### config.mk
export PLATFORM = sky130hd
export DESIGN_NAME = crc_pad_stripper
export DESIGN_NICKNAME = d
export VERILOG_FILES = /design/src/rtl/crc_strip_pkg.sv /design/src/rtl/crc_strip_window.sv /design/src/rtl/crc_strip_check.sv /design/src/rtl/crc_pad_stripper.sv
export SDC_FILE = /design/constraint.sdc
export NUM_CORES = 1
export LEC_CHECK = 0
export BUFFER_PORTS_ARGS = -buffer_cell sky130_fd_sc_hd__buf_2
export CAP_MARGIN = 25
export CORE_MARGIN = 10
export CORE_UTILIZATION = 50
export DETAILED_ROUTE_END_ITERATION = 6
export HOLD_SLACK_MARGIN = 0.15
export PLACE_DENSITY = 0.7
export SLEW_MARGIN = 20
export SYNTH_ARGS = -nofsm -noshare
export SYNTH_HDL_FRONTEND = slang
export SYNTH_SLANG_ARGS = --single-unit
### constraint.sdc
create_clock -name clk -period 3.24 [get_ports clk]
set_clock_uncertainty 0.2 [all_clocks]
set_input_delay 0.486 -clock clk [delete_from_list [all_inputs] [get_ports clk]]
set_output_delay 0.486 -clock clk [all_outputs]
set_load 0.1 [all_outputs]
### src/rtl/crc_strip_pkg.sv
package crc_strip_pkg;

  typedef struct packed {
    logic [7:0] data;
    logic       early;     // byte belongs to the mid-packet CRC
    logic       early_hi;  // first (high) byte of that CRC
  } win_slot_t;

  function automatic logic [15:0] crc16_byte(input logic [15:0] crc_in,
                                             input logic [7:0]  byte_in,
                                             input logic [15:0] poly);
    logic [15:0] r;
    r = crc_in ^ {byte_in, 8'h00};
    for (int b = 0; b < 8; b++) begin
      r = r[15] ? ((r << 1) ^ poly) : (r << 1);
    end
    return r;
  endfunction

endpackage

### src/rtl/crc_strip_window.sv
module crc_strip_window
  import crc_strip_pkg::*;
#(
  parameter int DEPTH = 5,
  localparam int CNT_W = $clog2(DEPTH + 1)
) (
  input  logic                    clk,
  input  logic                    rst,
  input  logic                    push,
  input  win_slot_t               push_slot,
  input  logic                    pop,
  input  logic                    flush,
  output win_slot_t [DEPTH-1:0]   slots,
  output logic [CNT_W-1:0]        count
);

  logic [CNT_W-1:0] wr_idx;
  assign wr_idx = count - CNT_W'(pop);

  always_ff @(posedge clk) begin
    if (rst || flush) count <= '0;
    else              count <= count + CNT_W'(push) - CNT_W'(pop);
  end

  // Shift register with indexed write: slot 0 is always the oldest byte.
  for (genvar g = 0; g < DEPTH; g++) begin : g_slot
    if (g < DEPTH - 1) begin : g_mid
      always_ff @(posedge clk) begin
        if (push && wr_idx == CNT_W'(g)) slots[g] <= push_slot;
        else if (pop)                    slots[g] <= slots[g+1];
      end
    end else begin : g_end
      always_ff @(posedge clk) begin
        if (push && wr_idx == CNT_W'(g)) slots[g] <= push_slot;
      end
    end
  end

endmodule

### src/rtl/crc_strip_check.sv
module crc_strip_check
  import crc_strip_pkg::*;
#(
  parameter logic [15:0] POLY = 16'h1021,
  parameter logic [15:0] SEED = 16'hFFFF
) (
  input  logic       clk,
  input  logic       rst,
  input  logic       pop,
  input  logic       last,
  input  win_slot_t  head,
  input  logic [7:0] trail_hi,
  input  logic [7:0] trail_lo,
  output logic       bad
);

  logic [15:0] crc_q, crc_nx, early_ref;
  logic [7:0]  early_hi_byte;
  logic        early_bad;

  assign crc_nx = crc16_byte(crc_q, head.data, POLY);
  assign bad    = early_bad || (crc_nx != {trail_hi, trail_lo});

  always_ff @(posedge clk) begin
    if (rst || (pop && last)) begin
      crc_q     <= SEED;
      early_bad <= 1'b0;
    end else if (pop) begin
      crc_q <= crc_nx;
      if (head.early && head.early_hi) begin
        early_ref     <= crc_q;
        early_hi_byte <= head.data;
      end
      if (head.early && !head.early_hi)
        early_bad <= early_bad || ({early_hi_byte, head.data} != early_ref);
    end
  end

endmodule

### src/rtl/crc_pad_stripper.sv
module crc_pad_stripper
  import crc_strip_pkg::*;
#(
  parameter int          IDX_W    = 12,
  parameter int          EARLY_AT = 80,
  parameter bit          CHECK_EN = 1'b1,
  parameter logic [15:0] POLY     = 16'h1021,
  parameter logic [15:0] SEED     = 16'hFFFF
) (
  input  logic       clk,
  input  logic       rst,
  input  logic       in_valid,
  output logic       in_ready,
  input  logic [7:0] in_data,
  input  logic       in_sop,
  input  logic       in_eop,
  input  logic       in_pad,
  output logic       out_valid,
  input  logic       out_ready,
  output logic [7:0] out_data,
  output logic       out_sop,
  output logic       out_eop,
  output logic       out_crc_err
);

  localparam int CRC_B     = 2;
  localparam int TRAIL_MAX = 2 * CRC_B;
  localparam int DEPTH     = TRAIL_MAX + 1;
  localparam int CNT_W     = $clog2(DEPTH + 1);

  logic [IDX_W-1:0]           idx_q, cur_idx;
  win_slot_t                  new_slot, head;
  win_slot_t [DEPTH-1:0]      slots;
  logic [CNT_W-1:0]           count, cnt_after, trail, keep_q;
  logic                       drain_q, first_q;
  logic                       head_avail, slot_free, pop, emit, last, accept, crc_bad;

  assign cur_idx           = in_sop ? '0 : idx_q;
  assign new_slot.data     = in_data;
  assign new_slot.early    = (cur_idx == IDX_W'(EARLY_AT)) || (cur_idx == IDX_W'(EARLY_AT + 1));
  assign new_slot.early_hi = (cur_idx == IDX_W'(EARLY_AT));

  assign head       = slots[0];
  assign head_avail = drain_q ? (keep_q != '0) : (count == CNT_W'(DEPTH));
  assign slot_free  = !out_valid || out_ready;
  assign pop        = head_avail && (head.early || slot_free);
  assign emit       = pop && !head.early;
  assign last       = pop && drain_q && (keep_q == CNT_W'(1));
  assign in_ready   = !drain_q && ((count < CNT_W'(DEPTH)) || pop);
  assign accept     = in_valid && in_ready;
  assign cnt_after  = count + CNT_W'(1) - CNT_W'(pop);
  assign trail      = in_pad ? CNT_W'(TRAIL_MAX) : CNT_W'(CRC_B);

  crc_strip_window #(.DEPTH(DEPTH)) u_window (
    .clk       (clk),
    .rst       (rst),
    .push      (accept),
    .push_slot (new_slot),
    .pop       (pop),
    .flush     (last),
    .slots     (slots),
    .count     (count)
  );

  if (CHECK_EN) begin : g_check
    crc_strip_check #(.POLY(POLY), .SEED(SEED)) u_check (
      .clk      (clk),
      .rst      (rst),
      .pop      (pop),
      .last     (last),
      .head     (head),
      .trail_hi (slots[1].data),
      .trail_lo (slots[2].data),
      .bad      (crc_bad)
    );
  end else begin : g_nocheck
    assign crc_bad = 1'b0;
  end

  // Packet position and end-of-packet drain control
  always_ff @(posedge clk) begin
    if (rst) begin
      idx_q   <= '0;
      drain_q <= 1'b0;
      keep_q  <= '0;
    end else begin
      if (accept) idx_q <= in_eop ? '0 : cur_idx + IDX_W'(1);
      if (accept && in_eop) begin
        drain_q <= 1'b1;
        keep_q  <= cnt_after - trail;
      end else if (pop && drain_q) begin
        keep_q <= keep_q - CNT_W'(1);
        if (last) drain_q <= 1'b0;
      end
    end
  end

  // Registered output stage
  always_ff @(posedge clk) begin
    if (rst) begin
      out_valid   <= 1'b0;
      out_data    <= '0;
      out_sop     <= 1'b0;
      out_eop     <= 1'b0;
      out_crc_err <= 1'b0;
      first_q     <= 1'b1;
    end else begin
      if (slot_free) begin
        out_valid <= emit;
        if (emit) begin
          out_data    <= head.data;
          out_sop     <= first_q;
          out_eop     <= last;
          out_crc_err <= last && crc_bad;
        end
      end
      if (emit) first_q <= last;
    end
  end

endmodule

# After elaboration in Yosys (flattened, before gate mapping)
# Index checks and enable logic that the tools add are counted.
op_classes:
  addsub: 8
  n_lt_le_gt_ge: 1
  eq_ne: 10
  mux: 25
  bitwise_logic: 10
  reduce_logical: 40
op_table:
  columns: ["op", "n"]
  rows:
  - ["13-bit 2-to-1 mux", 8]
  - ["10-bit 2-to-1 mux", 8]
  - ["16-bit inequality test", 2]
  - ["12-bit by 7-bit equality test with 1-bit output (second input constant)", 2]
  - ["12-bit 2-to-1 mux", 2]
  - ["3-bit inverter", 8]
  - ["1-bit logical AND", 16]
  - ["16-bit bitwise XOR", 1]
  - ["12-bit by 1-bit adder with 12-bit output (second input constant)", 1]
  - ["2-bit nonzero test", 6]
  - ["3-bit 2-to-1 mux", 3]
  - ["3-bit by 1-bit subtractor with 3-bit output", 3]
  - ["1-bit logical OR", 8]
  - ["3-bit by 1-bit equality test with 1-bit output (second input constant)", 2]
  - ["3-bit by 2-bit equality test with 1-bit output (second input constant)", 2]
  - ["3-bit equality test (second input constant)", 2]
  - ["2-bit AND reduction", 3]
  - ["1-bit logical NOT", 4]
  - ["1-bit 2-to-1 mux", 4]
  - ["3-bit by 1-bit adder with 3-bit output", 1]
  - ["3-bit by 1-bit adder with 3-bit output (second input constant)", 1]
  - ["3-bit logical NOT", 1]
  - ["3-bit less-than comparator (second input constant)", 1]
  - ["3-bit AND reduction", 1]
  - ["other kinds (4)", 4]
totals:
  regBits: 123
  input_bits: 15
  output_inout_bits: 13

# Logic depth before layout (Yosys ltp)
logic_depth:
  depth_word: 20
  ltp_mapped: 12
  depth_no_buf: 12

# Cells and area by module
# From an unflattened synthesis, not the netlist that was laid out.
hier_totals:
  hier_cells: 494
  area_unflattened_um2: 5895.7
by_module_without_submodules:
  columns: ["mod", "instances", "cells_per_inst", "area_each_um2", "seq_area_each_um2"]
  rows:
  - ["crc_strip_window", 1, 124, 2282.2, 1561.5]
  - ["crc_strip_check", 1, 170, 2024.4, 1061.0]
  - ["crc_pad_stripper", 1, 200, 1589.0, 580.6]

# Worst setup path after synthesis
# Ideal clock, no wire load.
synth_path:
  kind: "register to register"
  from: "reg out_valid"
  to: "reg, netlist name u_window.slots[0]"
  arrival_ps: 3430
  required_ps: 2649
  slack_ps: -781
  path_stages_with_launch: 9
  path_buffers: 0
  cell_sequence: "dfxtp_1 or3b_1 o211ai_1 inv_1 ha_1 ha_1 xnor2_1 nand2_2 o21ai_0"
synth_via:
  elab_chain_cells: 9
synth_rtl:
  columns: ["item", "line", "text"]
  rows:
  - ["start: declaration", "crc_pad_stripper.sv:18", "output logic out_valid,"]
  - ["start signal: assignment", "crc_pad_stripper.sv:109", "out_valid <= emit;"]
  - ["1-bit logical NOT (*)", "crc_pad_stripper.sv:45", "assign slot_free = !out_valid || out_ready;"]
  - ["1-bit logical OR (*)", "crc_pad_stripper.sv:45", null]
  - ["1-bit logical OR (*)", "crc_pad_stripper.sv:46", "assign pop = head_avail && (head.early || slot_free);"]
  - ["1-bit logical AND (*)", "crc_pad_stripper.sv:46", null]
  - ["net g_check.u_check.pop", "crc_strip_check.sv:9", "input logic pop,"]
  - ["parallel branches: the longest is 4 deep, another holds 3-bit by 1-bit subtractor with 3-bit output", null, null]
  - ["2-bit nonzero test (no source line) (*)", null, null]
# Mark *: on every way through the listed nets, which the timed path passes.
# A chain may end at the register's enable or synchronous reset.

# Worst setup path in the final report
layout_path:
  from: "reg, netlist name u_window.slots[1]"
  to: "reg, netlist name u_window.slots[10]"
layout_via:
  elab_chain_cells: 7
layout_rtl:
  columns: ["item", "line", "text"]
  rows:
  - ["1-bit logical OR (*)", "crc_pad_stripper.sv:46", null]
  - ["1-bit logical AND (*)", "crc_pad_stripper.sv:46", null]
  - ["net g_check.u_check.pop", "crc_strip_check.sv:9", null]
  - ["parallel branches: the longest is 3 deep, another holds 3-bit by 1-bit subtractor with 3-bit output", null, null]
  - ["1-bit logical AND (*)", "crc_strip_window.sv:29", "if (push && wr_idx == CNT_W'(g)) slots[g] <= push_slot;"]
  - ["10-bit 2-to-1 mux (*)", "crc_strip_window.sv:29", null]
# Marked as above.

==> results_dict.tcl <==
set metrics [dict create \
    leakage_uw 0.00263 \
    fillers 906 \
    core_area_sq_mm 0.0114 \
    root_buffer "clkbuf_16" \
    rows 39 \
    nNetsFinal 553 \
    diodes 0 \
    cp-end-kind "flip-flop" \
    worstPathCellList "or3b_4, o211ai_1, inv_1, ha_2, ha_2, xnor2_2, nand2_2, or3_4, mux2_1" \
    synthDistinctLibCells 55 \
    initial_utilization_pct 51.0 \
    cts_buffers 17 \
    avgViaCountPerCell 5.46 \
    yosys_warnings 0 \
    htree_levels 4 \
    io_pins 28 \
    drive_above_1_share_pct 23.7 \
    finalCriticalPeriod_ps 2990 \
    ys_ff_latch 123 \
    crit_required_ps 3190 \
    setup.worst_path.class "reg -> reg" \
    hp-class "in -> reg" \
    grt_first_pass_wirelength_microns 18600 \
    regToRegSetupSlack_ps 250 \
    clock_latency_ps 410 \
    pwr-share-comb_pct 34.4 \
    cts_tree "yes" \
    swShare_pct 33.7 \
    die_area_sq_mm 0.0164 \
    slew_violations 0 \
    setup_viol 0 \
    power_density_mw_per_mm2 995 \
    syn-cell-area_sq_mm 0.00582 \
    place_congestion 0.821 \
    clock-sinks 123 \
    netlist_instances 473 \
    dr.pass1.iters 7 \
    crit_fanout 11 \
    crit_top_cell "ha_2" \
    grt_pass1_vias 3684 \
    syn_to_final_growth_pct 18.5 \
    critPathMaxStageDelay_ps 440 \
    synth_edf_count 74 \
    hold_viol 0 \
    synthArstFlopShare_pct 0 \
    wire_per_inst_microns 16.2 \
    cp_slowest_cell "or3_4" \
    synth-main-ff-cell "edfxtp_1" \
    cts_setup_buffers 0 \
    rsz0062_at_grt "false" \
    hpwlAfterDp_microns 7890 \
    via_count 3703 \
    critPathBufInv 1 \
    p_sw_uw 2310 \
    syn_nets 504 \
    fin_hold_ws_ps 169 \
    initialDrtViolationCount 186 \
    power_frac_clock_pct 29.7 \
    gr-total-overflow 0 \
    yosysSeqAreaShare_pct 55.0 \
    totalWireLength_microns 11000 \
    drcViolationCount 0 \
    p_seq_share_pct 35.9 \
    grt_antenna_before_repair 0 \
    start_kind "flip-flop" \
    slew_headroom_pct 59.9 \
    ant_nets 0 \
    cts_buffer_depth 2 \
    min_period_over_period_pct 92.3 \
    status "complete, no violations" \
    grt_usage_pct 14.3 \
    grt_max_degree 37 \
    worstMarginPinSlew_ps 601 \
    die_y_microns 128 \
    intPower_uw 4550 \
    critical_path.top_delay_family "simple AND/OR/NAND/NOR gates" \
    clkSlewWorstSetupHoldPaths_ps 50 \
    drv_cap 0 \
    die_width_microns 128 \
    ir_worst_vdd_uv 683 \
    avgSynthCellArea_sq_um 12.3 \
    crit_arrival_ps 2950 \
    io_buffers 27 \
    clock.fmax_mhz 334 \
    setup_tns_ps 0 \
    total_power_uw 6860 \
]
-- cell usage in the layout (no fill, tap or decap), types with 5 or more instances in the layout --
master / instances
o211ai_1: 17
a31oi_1: 5
dlygate4sd3_1: 8
dfxtp_1: 48
xor2_1: 13
nand4_1: 6
bufinv_16: 5
o21ai_0: 11
ha_1: 13
and3_1: 5
clkbuf_16: 17
inv_1: 14
edfxtp_1: 74
nor3_1: 6
a21oi_1: 18
xnor2_1: 37
mux2i_1: 10
nor2_1: 26
mux2_2: 31
nand3b_1: 5
buf_4: 11
mux2_1: 6
nand3_1: 10
buf_2: 27
nand2_1: 32
-- final timing paths --
kind | from | endpoint | cells after the start
max | u_window.slots[1] | u_window.slots[10] | 9
min | out_ready | out_valid | 3
max reg2reg | u_window.slots[1] | u_window.slots[10] | 9
min reg2reg | out_eop | out_eop | 2
-- synthesized netlist by cell type, types with 6 or more instances --
cell type	count	area (sq um)
edfxtp_1	74	2220
dfxtp_1	49	981
xnor2_1	38	333
nand2_1	33	124
mux2_2	31	349
nor2_1	26	97.6
a21oi_1	18	90.1
o211ai_1	17	128
ha_1	15	188
inv_1	14	52.6
xor2_1	13	114
o21ai_0	12	60.1
clkbuf_1	11	41.3
mux2i_1	10	100
nand3_1	10	50.1
mux2_1	6	67.6
nand4_1	6	37.5
nor3_1	6	30.0
-- routing by layer --
metal / GRT usage, % / vias to the layer above / part of all wire, %
met5: 0 / - / 0
met4: 6.03 / 0 / 1.9
met3: 4.59 / 21 / 4.7
met2: 22.8 / 69 / 50
met1: 17.4 / 1791 / 44
li1: - / 1822 / -
-- metrics by stage --
step	cells	util, %	setup WS, ps	area (sq um)
after detailed placement	638	54.1	73.9	6170
after CTS	678	60.4	224	6900
after floorplan	473	-	-50.2	5850
after global placement	638	54.1	106	6170
after global routing	678	60.4	62.1	6900
final	678	60.4	249	6900
-- power groups by stage --
stage | Sequential, uW | Clock, uW | Combinational (uW)
after floorplan | 2520 | 0 | 1790
after global placement | 2480 | 0 | 2290
after detailed placement | 2490 | 0 | 2330
after CTS | 2470 | 2070 | 2370
after global routing | 2510 | 2140 | 2610
final | 2460 | 2040 | 2360
-- tightest hold or removal path: cells and delay by family --
family	cells	cell delay (ps)
buffers and inverters	1	80
AND/OR/NAND/NOR	1	110
AO/OA/AOI/OAI	1	60
-- final cells by class --
class / instances / area, sq um / area share (%)
timing repair buffer: 46 / 298 / 4.32
sequential: 123 / 3210 / 46.5
multi-input combinational: 319 / 2510 / 36.4
tap: 143 / 179 / 2.59
clock buffer: 19 / 443 / 6.42
inverter: 15 / 58.8 / 0.853
clock inverter: 13 / 198 / 2.87
-- timing repair --
item                                   in CTS  in global routing
resized for setup                           0                  0
endpoints found under the hold margin       8                  0
hold buffers                                8                  0
setup endpoints to repair                   0                  0
-- flip-flops by register name, indices dropped and copies added, names as in the netlist --
signal / flops
g_check.u_check.early_hi_byte: 8
first_q: 1
g_check.u_check.early_bad: 1
u_window.slots: 50
drain_q: 1
u_window.count: 3
out_eop: 1
keep_q: 3
out_crc_err: 1
g_check.u_check.crc_q: 16
out_sop: 1
out_valid: 1
g_check.u_check.early_ref: 16
idx_q: 12
out_data: 8
-- cells by family after synthesis --
family                     after synthesis  synth area share (%)
AOI/OAI and AO/OA                       62                  6.94
and+or+nand+nor                        132                  12.2
muxes                                   50                  9.65
adders and majority gates               16                  3.57
DFF                                    123                  55.0
xor gates and xnor gates                59                  10.3
buffers and inverters                   31                  2.26
Note: power is estimated with default switching activity, not from simulation.
